### src/rtl/sci_pkg.sv
package sci_pkg;
  localparam int FRAME_MAX = 11;
  localparam int DATA_W    = 9;

  typedef enum logic [1:0] {
    TXK_DATA  = 2'b00,
    TXK_IDLE  = 2'b01,
    TXK_BREAK = 2'b10
  } txk_e;

  // bit times in one frame
  function automatic logic [3:0] frame_bits(input logic nine);
    return nine ? 4'd11 : 4'd10;
  endfunction

  // line pattern, first bit at index 0
  function automatic logic [FRAME_MAX-1:0] tx_pattern(input logic [1:0] kind, input logic nine,
                                                      input logic [DATA_W-1:0] d);
    logic [FRAME_MAX-1:0] f;
    f = '1;
    if (kind == TXK_BREAK) f = '0;
    else if (kind == TXK_DATA) begin
      f[0] = 1'b0;
      for (int i = 0; i < DATA_W; i++) f[i+1] = (i < DATA_W-1 || nine) ? d[i] : 1'b1;
    end
    return f;
  endfunction

  // majority of 3 (narrow) or 7 (wide) samples
  function automatic logic vote(input logic [2:0] ones, input logic wide);
    return wide ? (ones >= 3'd4) : (ones >= 3'd2);
  endfunction

  function automatic logic split(input logic [2:0] ones, input logic wide);
    return (ones != 3'd0) && (ones != (wide ? 3'd7 : 3'd3));
  endfunction
endpackage

### src/rtl/sci_rx.sv
module sci_rx
  import sci_pkg::*;
#(
  parameter int OSR = 16
) (
  input  logic              clk,
  input  logic              rst_n,
  input  logic              tick,
  input  logic              nine,
  input  logic              rxd,
  input  logic              rd,
  input  logic              standby_req,
  output logic [DATA_W-1:0] data,
  output logic              full,
  output logic              overrun,
  output logic              frame_err,
  output logic              noise,
  output logic              standby,
  output logic              take_evt
);
  localparam int PW  = $clog2(OSR + 1);
  localparam int MID = OSR / 2;
  localparam int IW  = $clog2(OSR * FRAME_MAX + 1);

  logic s1, s2, prev;
  logic busy, noisy;
  logic [3:0] bidx, last_idx;
  logic [PW-1:0] ph;
  logic [2:0] ones;
  logic [DATA_W-1:0] shr;
  logic [IW-1:0] icnt, wake_lim;

  function automatic logic [PW-1:0] lo_of(input logic w);
    return w ? PW'(MID - 3) : PW'(MID - 1);
  endfunction
  function automatic logic [PW-1:0] hi_of(input logic w);
    return w ? PW'(MID + 3) : PW'(MID + 1);
  endfunction

  assign last_idx = frame_bits(nine) - 4'd1;
  assign wake_lim = IW'(OSR) * IW'(frame_bits(nine));

  logic fall, newbit, wide, in_win, decide, bitval, bitsplit, frame_end, ovr_evt;
  logic [PW-1:0] nph;
  logic [3:0] nbi;
  logic [2:0] ones_n;

  always_comb begin
    fall   = prev & ~s2;
    newbit = (ph == PW'(OSR));
    nph    = newbit ? PW'(1) : ph + PW'(1);
    nbi    = newbit ? bidx + 4'd1 : bidx;
    wide   = (nbi == 4'd0) || (nbi == last_idx);
    if (fall) begin
      if (nph < lo_of(wide)) nph = PW'(1);
      else if (nph > hi_of(wide) && nbi != last_idx) begin
        nbi    = nbi + 4'd1;
        nph    = PW'(1);
        newbit = 1'b1;
      end
    end
    wide     = (nbi == 4'd0) || (nbi == last_idx);
    in_win   = (nph >= lo_of(wide)) && (nph <= hi_of(wide));
    decide   = (nph == hi_of(wide));
    ones_n   = (newbit ? 3'd0 : ones) + {2'b00, in_win & s2};
    bitval   = vote(ones_n, wide);
    bitsplit = split(ones_n, wide);
  end

  assign frame_end = tick && busy && decide && (nbi == last_idx);
  assign take_evt  = frame_end && !standby && !(full && !rd);
  assign ovr_evt   = frame_end && !standby && full && !rd;

  // line sampling and frame timing
  always_ff @(posedge clk) begin
    if (!rst_n) begin
      s1 <= 1'b1; s2 <= 1'b1; prev <= 1'b1;
      busy <= 1'b0; bidx <= '0; ph <= '0; ones <= '0; noisy <= 1'b0; shr <= '0;
    end else begin
      s1 <= rxd;
      s2 <= s1;
      if (tick) begin
        prev <= s2;
        if (!busy) begin
          if (fall) begin
            busy <= 1'b1; bidx <= '0; ph <= PW'(1); ones <= '0; noisy <= 1'b0; shr <= '0;
          end
        end else begin
          bidx <= nbi;
          ph   <= nph;
          ones <= ones_n;
          if (decide) begin
            noisy <= noisy | bitsplit;
            if (nbi == 4'd0) begin
              if (bitval) busy <= 1'b0;
            end else if (nbi == last_idx) busy <= 1'b0;
            else shr[nbi - 4'd1] <= bitval;
          end
        end
      end
    end
  end

  // character buffer, flags and standby
  always_ff @(posedge clk) begin
    if (!rst_n) begin
      data <= '0; full <= 1'b0; overrun <= 1'b0; frame_err <= 1'b0; noise <= 1'b0;
      standby <= 1'b0; icnt <= '0;
    end else begin
      if (rd) begin
        full    <= 1'b0;
        overrun <= 1'b0;
      end
      if (ovr_evt) overrun <= 1'b1;
      if (take_evt) begin
        data      <= shr;
        full      <= 1'b1;
        frame_err <= ~bitval;
        noise     <= noisy | bitsplit;
      end
      if (standby_req) begin
        standby <= 1'b1;
        icnt    <= '0;
      end else if (standby && tick) begin
        if (!s2) icnt <= '0;
        else if (icnt == wake_lim - IW'(1)) begin
          standby <= 1'b0;
          icnt    <= '0;
        end else icnt <= icnt + IW'(1);
      end
    end
  end
endmodule

### src/rtl/sci_tx.sv
module sci_tx
  import sci_pkg::*;
#(
  parameter int OSR = 16
) (
  input  logic              clk,
  input  logic              rst_n,
  input  logic              tick,
  input  logic              nine,
  input  logic              wr,
  input  logic [1:0]        kind,
  input  logic [DATA_W-1:0] wdata,
  output logic              txd,
  output logic              hold_empty,
  output logic              done,
  output logic              busy
);
  localparam int TW = $clog2(OSR);

  logic hold_full;
  logic [1:0] hold_kind;
  logic [DATA_W-1:0] hold_data;
  logic [FRAME_MAX-1:0] shr;
  logic [3:0] left;
  logic [TW-1:0] tcnt;
  logic accept, move, bit_end, last_end;

  assign accept   = wr && !hold_full;
  assign move     = hold_full && !busy;
  assign bit_end  = busy && tick && (tcnt == TW'(OSR - 1));
  assign last_end = bit_end && (left == 4'd1);

  always_ff @(posedge clk) begin
    if (!rst_n) begin
      hold_full <= 1'b0; hold_kind <= '0; hold_data <= '0;
      busy <= 1'b0; shr <= '1; left <= '0; tcnt <= '0; done <= 1'b1;
    end else begin
      if (move) begin
        shr       <= tx_pattern(hold_kind, nine, hold_data);
        left      <= frame_bits(nine);
        tcnt      <= '0;
        busy      <= 1'b1;
        hold_full <= 1'b0;
      end else if (busy && tick) begin
        if (bit_end) begin
          tcnt <= '0;
          shr  <= {1'b1, shr[FRAME_MAX-1:1]};
          left <= left - 4'd1;
          if (last_end) busy <= 1'b0;
        end else tcnt <= tcnt + TW'(1);
      end
      if (accept) begin
        hold_full <= 1'b1;
        hold_kind <= kind;
        hold_data <= wdata;
        done      <= 1'b0;
      end else if (last_end && !hold_full) done <= 1'b1;
    end
  end

  assign txd        = busy ? shr[0] : 1'b1;
  assign hold_empty = !hold_full;
endmodule

### src/rtl/sci_link.sv
module sci_link
  import sci_pkg::*;
#(
  parameter int OSR = 16
) (
  input  logic              clk,
  input  logic              rst_n,
  input  logic              baud_tick,
  input  logic              frame9,
  input  logic              rxd,
  input  logic              rx_read,
  input  logic              standby_req,
  input  logic              tx_write,
  input  logic [1:0]        tx_kind,
  input  logic [DATA_W-1:0] tx_data,
  output logic              txd,
  output logic [DATA_W-1:0] rx_data,
  output logic              rx_full,
  output logic              rx_overrun,
  output logic              rx_frame_err,
  output logic              rx_noise,
  output logic              rx_standby,
  output logic              tx_empty,
  output logic              tx_done
);
  // named internal events for the checker
  logic rx_take;
  logic tx_busy;

  sci_rx #(.OSR(OSR)) u_rx (
    .clk(clk), .rst_n(rst_n), .tick(baud_tick), .nine(frame9), .rxd(rxd),
    .rd(rx_read), .standby_req(standby_req), .data(rx_data), .full(rx_full),
    .overrun(rx_overrun), .frame_err(rx_frame_err), .noise(rx_noise),
    .standby(rx_standby), .take_evt(rx_take)
  );

  sci_tx #(.OSR(OSR)) u_tx (
    .clk(clk), .rst_n(rst_n), .tick(baud_tick), .nine(frame9), .wr(tx_write),
    .kind(tx_kind), .wdata(tx_data), .txd(txd), .hold_empty(tx_empty),
    .done(tx_done), .busy(tx_busy)
  );
endmodule

### config.mk
export PLATFORM = sky130hd
export DESIGN_NAME = sci_link
export DESIGN_NICKNAME = d
export VERILOG_FILES = /design/src/rtl/sci_pkg.sv /design/src/rtl/sci_rx.sv /design/src/rtl/sci_tx.sv /design/src/rtl/sci_link.sv
export SDC_FILE = /design/constraint.sdc
export NUM_CORES = 1
export LEC_CHECK = 0
export ABC_AREA = 1
export BUFFER_PORTS_ARGS = -buffer_cell sky130_fd_sc_hd__buf_4
export CAP_MARGIN = 20
export CORE_MARGIN = 5
export CORE_UTILIZATION = 35
export CTS_BUF_LIST = sky130_fd_sc_hd__clkbuf_16
export CTS_CLUSTER_DIAMETER = 30
export DETAILED_ROUTE_END_ITERATION = 12
export GPL_TIMING_DRIVEN = 0
export MAX_ROUTING_LAYER = met4
export PLACE_DENSITY_LB_ADDON = 0.05
export RECOVER_POWER = 25
export SKIP_LAST_GASP = 1
export SLEW_MARGIN = 30
export SYNTH_ARGS = -nofsm -noshare
export SYNTH_HDL_FRONTEND = slang
export SYNTH_SLANG_ARGS = --single-unit
### constraint.sdc
create_clock -name clk -period 12.8 [get_ports clk]
set_input_delay 0.64 -clock clk [delete_from_list [all_inputs] [get_ports clk]]
set_output_delay 0.64 -clock clk [all_outputs]
set_load 0.01 [all_outputs]
==> qor.yml, run 1 <==
design_area_um2: 5080
maxSlewViolCount: 0
critPathBufInv: 4
max_slew_margin: 0.552
rsz0062_at_grt: "false"
cts-htree-levels: 3
power_density_nw_per_um2: 109
worst_r2r_path_depth: 37
cp_top_family: "simple AND/OR/NAND/NOR gates"
hold_depth: 1
fin_crit_sh: 0.431
pwr-share-comb: 0.095
synthArstFlopShare: 0
synthesis.instances: 639
fin_crit_ps: 5520
cts_tree: "yes"
final.setup.tns_ps: 0
core_um2: 12500
vias: 4156
numCtsBuffers: 9
hp-class: "flip-flop to flip-flop"
crit_path_start_kind: "flip-flop"
drt-wirelength-per-cell_um: 13.3
hold_end: "u_rx.s2"
cpPeakStageDelay_ps: 480
grt_usage: 0.167
post_cts_buffers: 0
power.net_switching_mw: 0.145
fmax_mhz: 181
place_congestion: 0.823
crit_fanout: 7
slowest_stage: "dfxtp_1"
setup_viol: 0
yosys.area.top_type_share: 0.368
syn_area_um2: 4400
p_int_mw: 0.409
die_area_um2: 14900
synth_most_common_cell: "nand2_1"
cp.arrival_ps: 5760
diodes: 0
finalWirelength_um: 11400
yosys-top-cells-count: "nand2_1, inv_1, dfxtp_1, nor2_1, a21oi_1"
cts_root_buf: "clkbuf_16"
rows: 41
grt_max_degree: 14
syn_to_final_growth_pct: 15.3
cp_common_cell: "nand2_1"
grt-ovfl-total: 0
ys_ff_latch: 81
antenna_found_initial: 0
io_buffers: 33
drtIter0Drc: 210
critical_path_class: "flip-flop to flip-flop"
synthTopCellsByArea: "dfxtp_1, nand2_1, inv_1, nor2_1, a21oi_1"
worstMarginPinSlew_ps: 667
clkLatencyLatePin_ps: 350
hold_path.startpoint: "u_rx.s1"
hold_violations: 0
rr_endpoint: "u_rx.noise"
ys.warnings.count: 0
ant_nets: 0
p_seq_frac: 0.481
placed_cells: 844
nets: 715
dp_hpwl_um: 8340
required_ps: 13040
clockBufferDepth: 2
peakVddDrop_mv: 0.0692
drt-pass1-iter-count: 7
syn_area_per_cell_um2: 6.89
final_cells: 859
postCtsHoldBufs: 0
num_io_pins: 36
clkPwrFrac: 0.424
path_clk_slew_ps: 60
avgViaCountPerCell: 4.84
synth_largest_area_cell: "dfxtp_1"
regToRegSetupSlack_ps: 7280
cts_sinks: 81
initial_core_util: 0.353
drcViolationCount: 0
drive_above_1_share: 0.116
r2r_start: "u_rx.ph[0]"
synth_ff_type: "dfxtp_1"
seq_area_frac_synth: 0.368
outcome: "finished clean"
crit_path_end_kind: "flip-flop"
switching_share: 0.261
maxCapViolations: 0
cts_resized: 0
grt_pass1_wl_um: 19200
synth_cell_type_count: 41
die_h_um: 122
power.leakage_nw: 2.28
synth_edf_count: 0
grt_pass1_vias: 3935
fin_worst_skew_ps: 9.72
die_x_um: 122
syn_nets: 671
placed_area_um2: 4870
## worst max path at each step
stage	from	endpoint	cells after the start	slack, ps
detailed placement	u_rx.ph[0]	u_rx.noise	37	7270
finish	u_rx.ph[0]	u_rx.noise	37	7280
global route	u_rx.ph[0]	u_rx.noise	37	6700
global placement	u_rx.ph[0]	u_rx.noise	37	7300
floorplan	u_rx.ph[0]	u_rx.noise	39	8100
CTS	u_rx.ph[0]	u_rx.noise	37	7230
## area by class of cell
type | count | area [um2]
plain buffers | 21 | 109
clock buffers | 9 | 225
clock inverters | 6 | 36.3
fillers | 1328 | 7390
inverters | 96 | 360
multi-input cells | 441 | 2310
flip-flops and latches | 81 | 1620
well taps | 172 | 215
repair buffers | 33 | 199
## metal layers
metal,vias to the layer above,share of wire,track usage
li1,2160,-,-
met1,1905,0.48,0.207
met2,77,0.48,0.268
met3,14,0.035,0.0422
met4,0,0.015,0.0553
met5,-,0,-
## state kept, by name (all words and copies together) (netlist names), 2 cells and up
signal / count
u_rx.ones: 3
u_tx.hold_kind: 2
u_rx.data: 9
u_tx.tcnt: 4
u_tx.hold_data: 9
u_rx.shr: 9
u_rx.icnt: 8
u_rx.bidx: 4
u_rx.ph: 5
u_tx.left: 4
u_tx.shr: 11
## power groups by stage
stage	clock network [mW]	logic, mW	registers, mW
6_report	0.235	0.0527	0.266
5_1_grt	0.256	0.0601	0.267
4_1_cts	0.246	0.0535	0.266
3_5_place_dp	0	0.0530	0.272
3_3_place_gp	0	0.0526	0.272
2_1_floorplan	0	0.0357	0.271
## logic make-up (layout without fill, tap and decap cells)
group | Yosys count | count (layout) | share of synthesized area
flops | 81 | 81 | 0.368
compound gates | 119 | 119 | 0.160
simple gates | 309 | 309 | 0.329
buf+inv | 117 | 165 | 0.107
fa+ha+maj | 13 | 13 | 0.0369
## per-stage QoR
step	total power [mW]	setup WS, ps	utilization	hold slack, ps
finish	0.554	7280	0.408	404
global route	0.583	6700	0.408	417
detailed placement	0.325	7270	0.390	401
floorplan	0.306	8100	-	393
CTS	0.565	7230	0.411	409
global placement	0.324	7300	0.390	396
## cells in the final DEF, fill, tap and decap left out, drive strengths merged
cell	count
nand2	167
inv	96
dfxtp	81
nor2	77
a21oi	48
clkbuf	40
o21ai	39
nand3	37
buf	23
ha	13
o211ai	12
nand4	12
nor3	8
o221ai	6
or2	4
clkinv	4
a211oi	3
a221oi	3
a22oi	2
nor4	2
clkinvlp	2
nand3b	2
o31ai	1
a31o	1
o22ai	1
a311oi	1
o2111ai	1
a31oi	1
(Power assumes the default switching activity.)
==> run 2: changes to the inputs <==
ABC_AREA = 0   (was 1)
clock period = 4.62 ns   (was 12.8 ns; I/O delays follow)
==> qor.yml, run 2 <==
cp_common_cell: "ha_4"
maxCapViolations: 0  # unchanged
fin_worst_skew_ps: 7.53  # -2.19 ps
io_buffers: 35  # +6.1%
max_slew_margin: 0.518  # -0.0337
ys.warnings.count: 0  # unchanged
finalWirelength_um: 11500  # +1.4%
cp_top_family: "compound AO/OA/AOI/OAI gates"
placed_cells: 700  # -17%
grt_pass1_wl_um: 19100  # -0.15%
synth_largest_area_cell: "dfxtp_1"
avgViaCountPerCell: 5.18  # +7.0%
synth_cell_type_count: 65  # +59%
cp.arrival_ps: 5550  # -210 ps
critical_path_class: "flip-flop to flip-flop"
seq_area_frac_synth: 0.384  # +0.0157
syn_to_final_growth_pct: 28.2
drt-pass1-iter-count: 4  # -3
worstMarginPinSlew_ps: 723  # +55.8 ps
hold_violations: 0  # unchanged
synth_most_common_cell: "dfxtp_1"
yosys.area.top_type_share: 0.384  # +0.0157
crit_fanout: 7  # unchanged
fin_crit_ps: 5300  # -218 ps
violations: "negative setup slack"
final_cells: 740  # -14%
rows: 40  # -2.4%
synthArstFlopShare: 0  # unchanged
largest_reg_flops: 11  # unchanged
die_h_um: 120  # -1.9%
place_congestion: 0.820  # -0.43%
maxSlewViolCount: 0  # unchanged
grt_pass1_vias: 3808  # -3.2%
drt-wirelength-per-cell_um: 15.6  # +18%
drcViolationCount: 0  # unchanged
path_clk_slew_ps: 60  # about the same
grt_max_degree: 13  # -1
required_ps: 4870  # -8170 ps
rsz0062_at_grt: "true"
setup_viol: 26  # +26
power.leakage_nw: 2.21  # -3.0%
dp_hpwl_um: 7870  # -5.7%
ant_nets: 0  # unchanged
drtIter0Drc: 245  # +17%
power_density_nw_per_um2: 280  # +160%
ys_ff_latch: 81  # unchanged
cts_sinks: 81  # unchanged
cts-htree-levels: 3  # unchanged
initial_core_util: 0.355  # +0.00131
vias: 3831  # -7.8%
die_x_um: 120  # -1.9%
cpPeakStageDelay_ps: 350  # -130 ps
die_area_um2: 14400  # -3.8%
total_power_mw: 1.52  # +170%
postCtsHoldBufs: 0  # unchanged
diodes: 0  # unchanged
synth_ff_type: "dfxtp_1"
drive_above_1_share: 0.201  # +0.0842
num_io_pins: 36  # unchanged
numCtsBuffers: 9  # unchanged
yosys-top-cells-count: "dfxtp_1, nand2_1, nor2_1, a21oi_1, o21ai_0"
synthTopCellsByArea: "dfxtp_1, nand2_1, a21oi_1, nor2_1, ha_1"
core_um2: 11900  # -4.4%
slowest_stage: "dfxtp_4"
outcome: "complete, but fails checks"
fin_crit_sh: 1.15  # +0.716
cts_root_buf: "clkbuf_16"
syn_nets: 550  # -18%
layout_setup_ws_ps: -680  # -7960 ps
grt_usage: 0.170  # +0.00240
regMostFlops: "u_tx.shr"
antenna_found_initial: 0  # unchanged
utilization: 0.455  # +0.0471
crit_path_start_kind: "flip-flop"
syn_area_um2: 4220  # -4.1%
fillers: 1221  # -8.1%
most-common-layout-cells: "nand2_1, dfxtp_1, buf_4"
peakVddDrop_mv: 0.145  # +110%
synthesis.instances: 518  # -19%
fmax_mhz: 189  # +4.1%
hp-class: "input pin to flip-flop"
nets: 621  # -13%
clockBufferDepth: 2  # unchanged
critPathBufInv: 2  # -2
synth_edf_count: 0  # unchanged
pre_cts_ws_ps: -1370  # -8630 ps
grt-ovfl-total: 0  # unchanged
final.setup.tns_ps: -12820  # -12820 ps
crit_path_end_kind: "flip-flop"
clkLatencyLatePin_ps: 340  # about the same
syn_area_per_cell_um2: 8.15  # +18%
cts_tree: "yes"
[run 2: changes by cell type in the layout (fill, tap and decap cells not counted), sizes merged, moves of 11 or more]
cell,change
nand2,-85
and3,+19
nor2,-30
inv,-84
nor3,+12
nor2b,+20
nand3,-26
nand2b,+11
mux2i,+14
buf,+30
[run 2: cell families (layout without fill, tap and decap cells)]
kind of cell,after synthesis,count (layout),synth area share
AO/OA/AOI/OAI,114,114,0.182
AND/OR/NAND/NOR,241,241,0.292
adder cells (fa/ha/maj),13,13,0.0385
multiplexers,15,15,0.0358
XOR/XNOR,13,13,0.0270
buffers and inverters,41,116,0.0409
flip-flops,81,81,0.384
[run 2: final timing paths]
check              from           end  slack [ps]  depth (start not counted)
max          u_rx.ph[0]    u_rx.noise        -680                         30
min             rx_read  u_rx.overrun          70                          2
max reg2reg  u_rx.ph[0]    u_rx.noise        -680                         30
min reg2reg     u_rx.s1       u_rx.s2         410                          1
[run 2: per-stage QoR]
step,cell area [um2],hold slack (ps)
global placement,4800,393
detailed placement,4800,396
CTS,5330,54.5
global route,5420,68.4
floorplan,4350,310
finish,5420,65.8
[run 2: area by class of cell]
| type | count | area (um2) | share of cell area |
|---|---|---|---|
| buffer | 30 | 153 | 0.0282 |
| inverter | 11 | 43.8 | 0.00809 |
| timing repair buffer | 60 | 427 | 0.0788 |
| sequential | 81 | 1630 | 0.300 |
| clock inverter | 5 | 22.5 | 0.00416 |
| clock buffer | 10 | 250 | 0.0462 |
| multi-input combinational | 396 | 2710 | 0.500 |
| tap | 147 | 184 | 0.0340 |
[run 2: repair_timing]
item,4_1_cts,5_1_grt
setup buffers,20,4
setup endpoints to repair,27,27
gates cloned,0,1
gates resized for setup,23,14
pin swaps,20,4
[run 2: per-layer routing]
layer	GRT usage	up-vias	wire length (um)
met5	-	-	0
met4	0.0494	0	94
met3	0.0344	9	303
met2	0.265	47	5320
met1	0.224	1809	5830
li1	-	1966	-
[run 2: power by group]
part / total (mW) / switching (mW) / leakage [nW] / internal, mW
registers: 0.730 / 0.0123 / 0.660 / 0.718
clock network: 0.671 / 0.285 / 0.137 / 0.386
logic: 0.117 / 0.0711 / 1.42 / 0.0462
total: 1.52 / 0.369 / 2.21 / 1.15
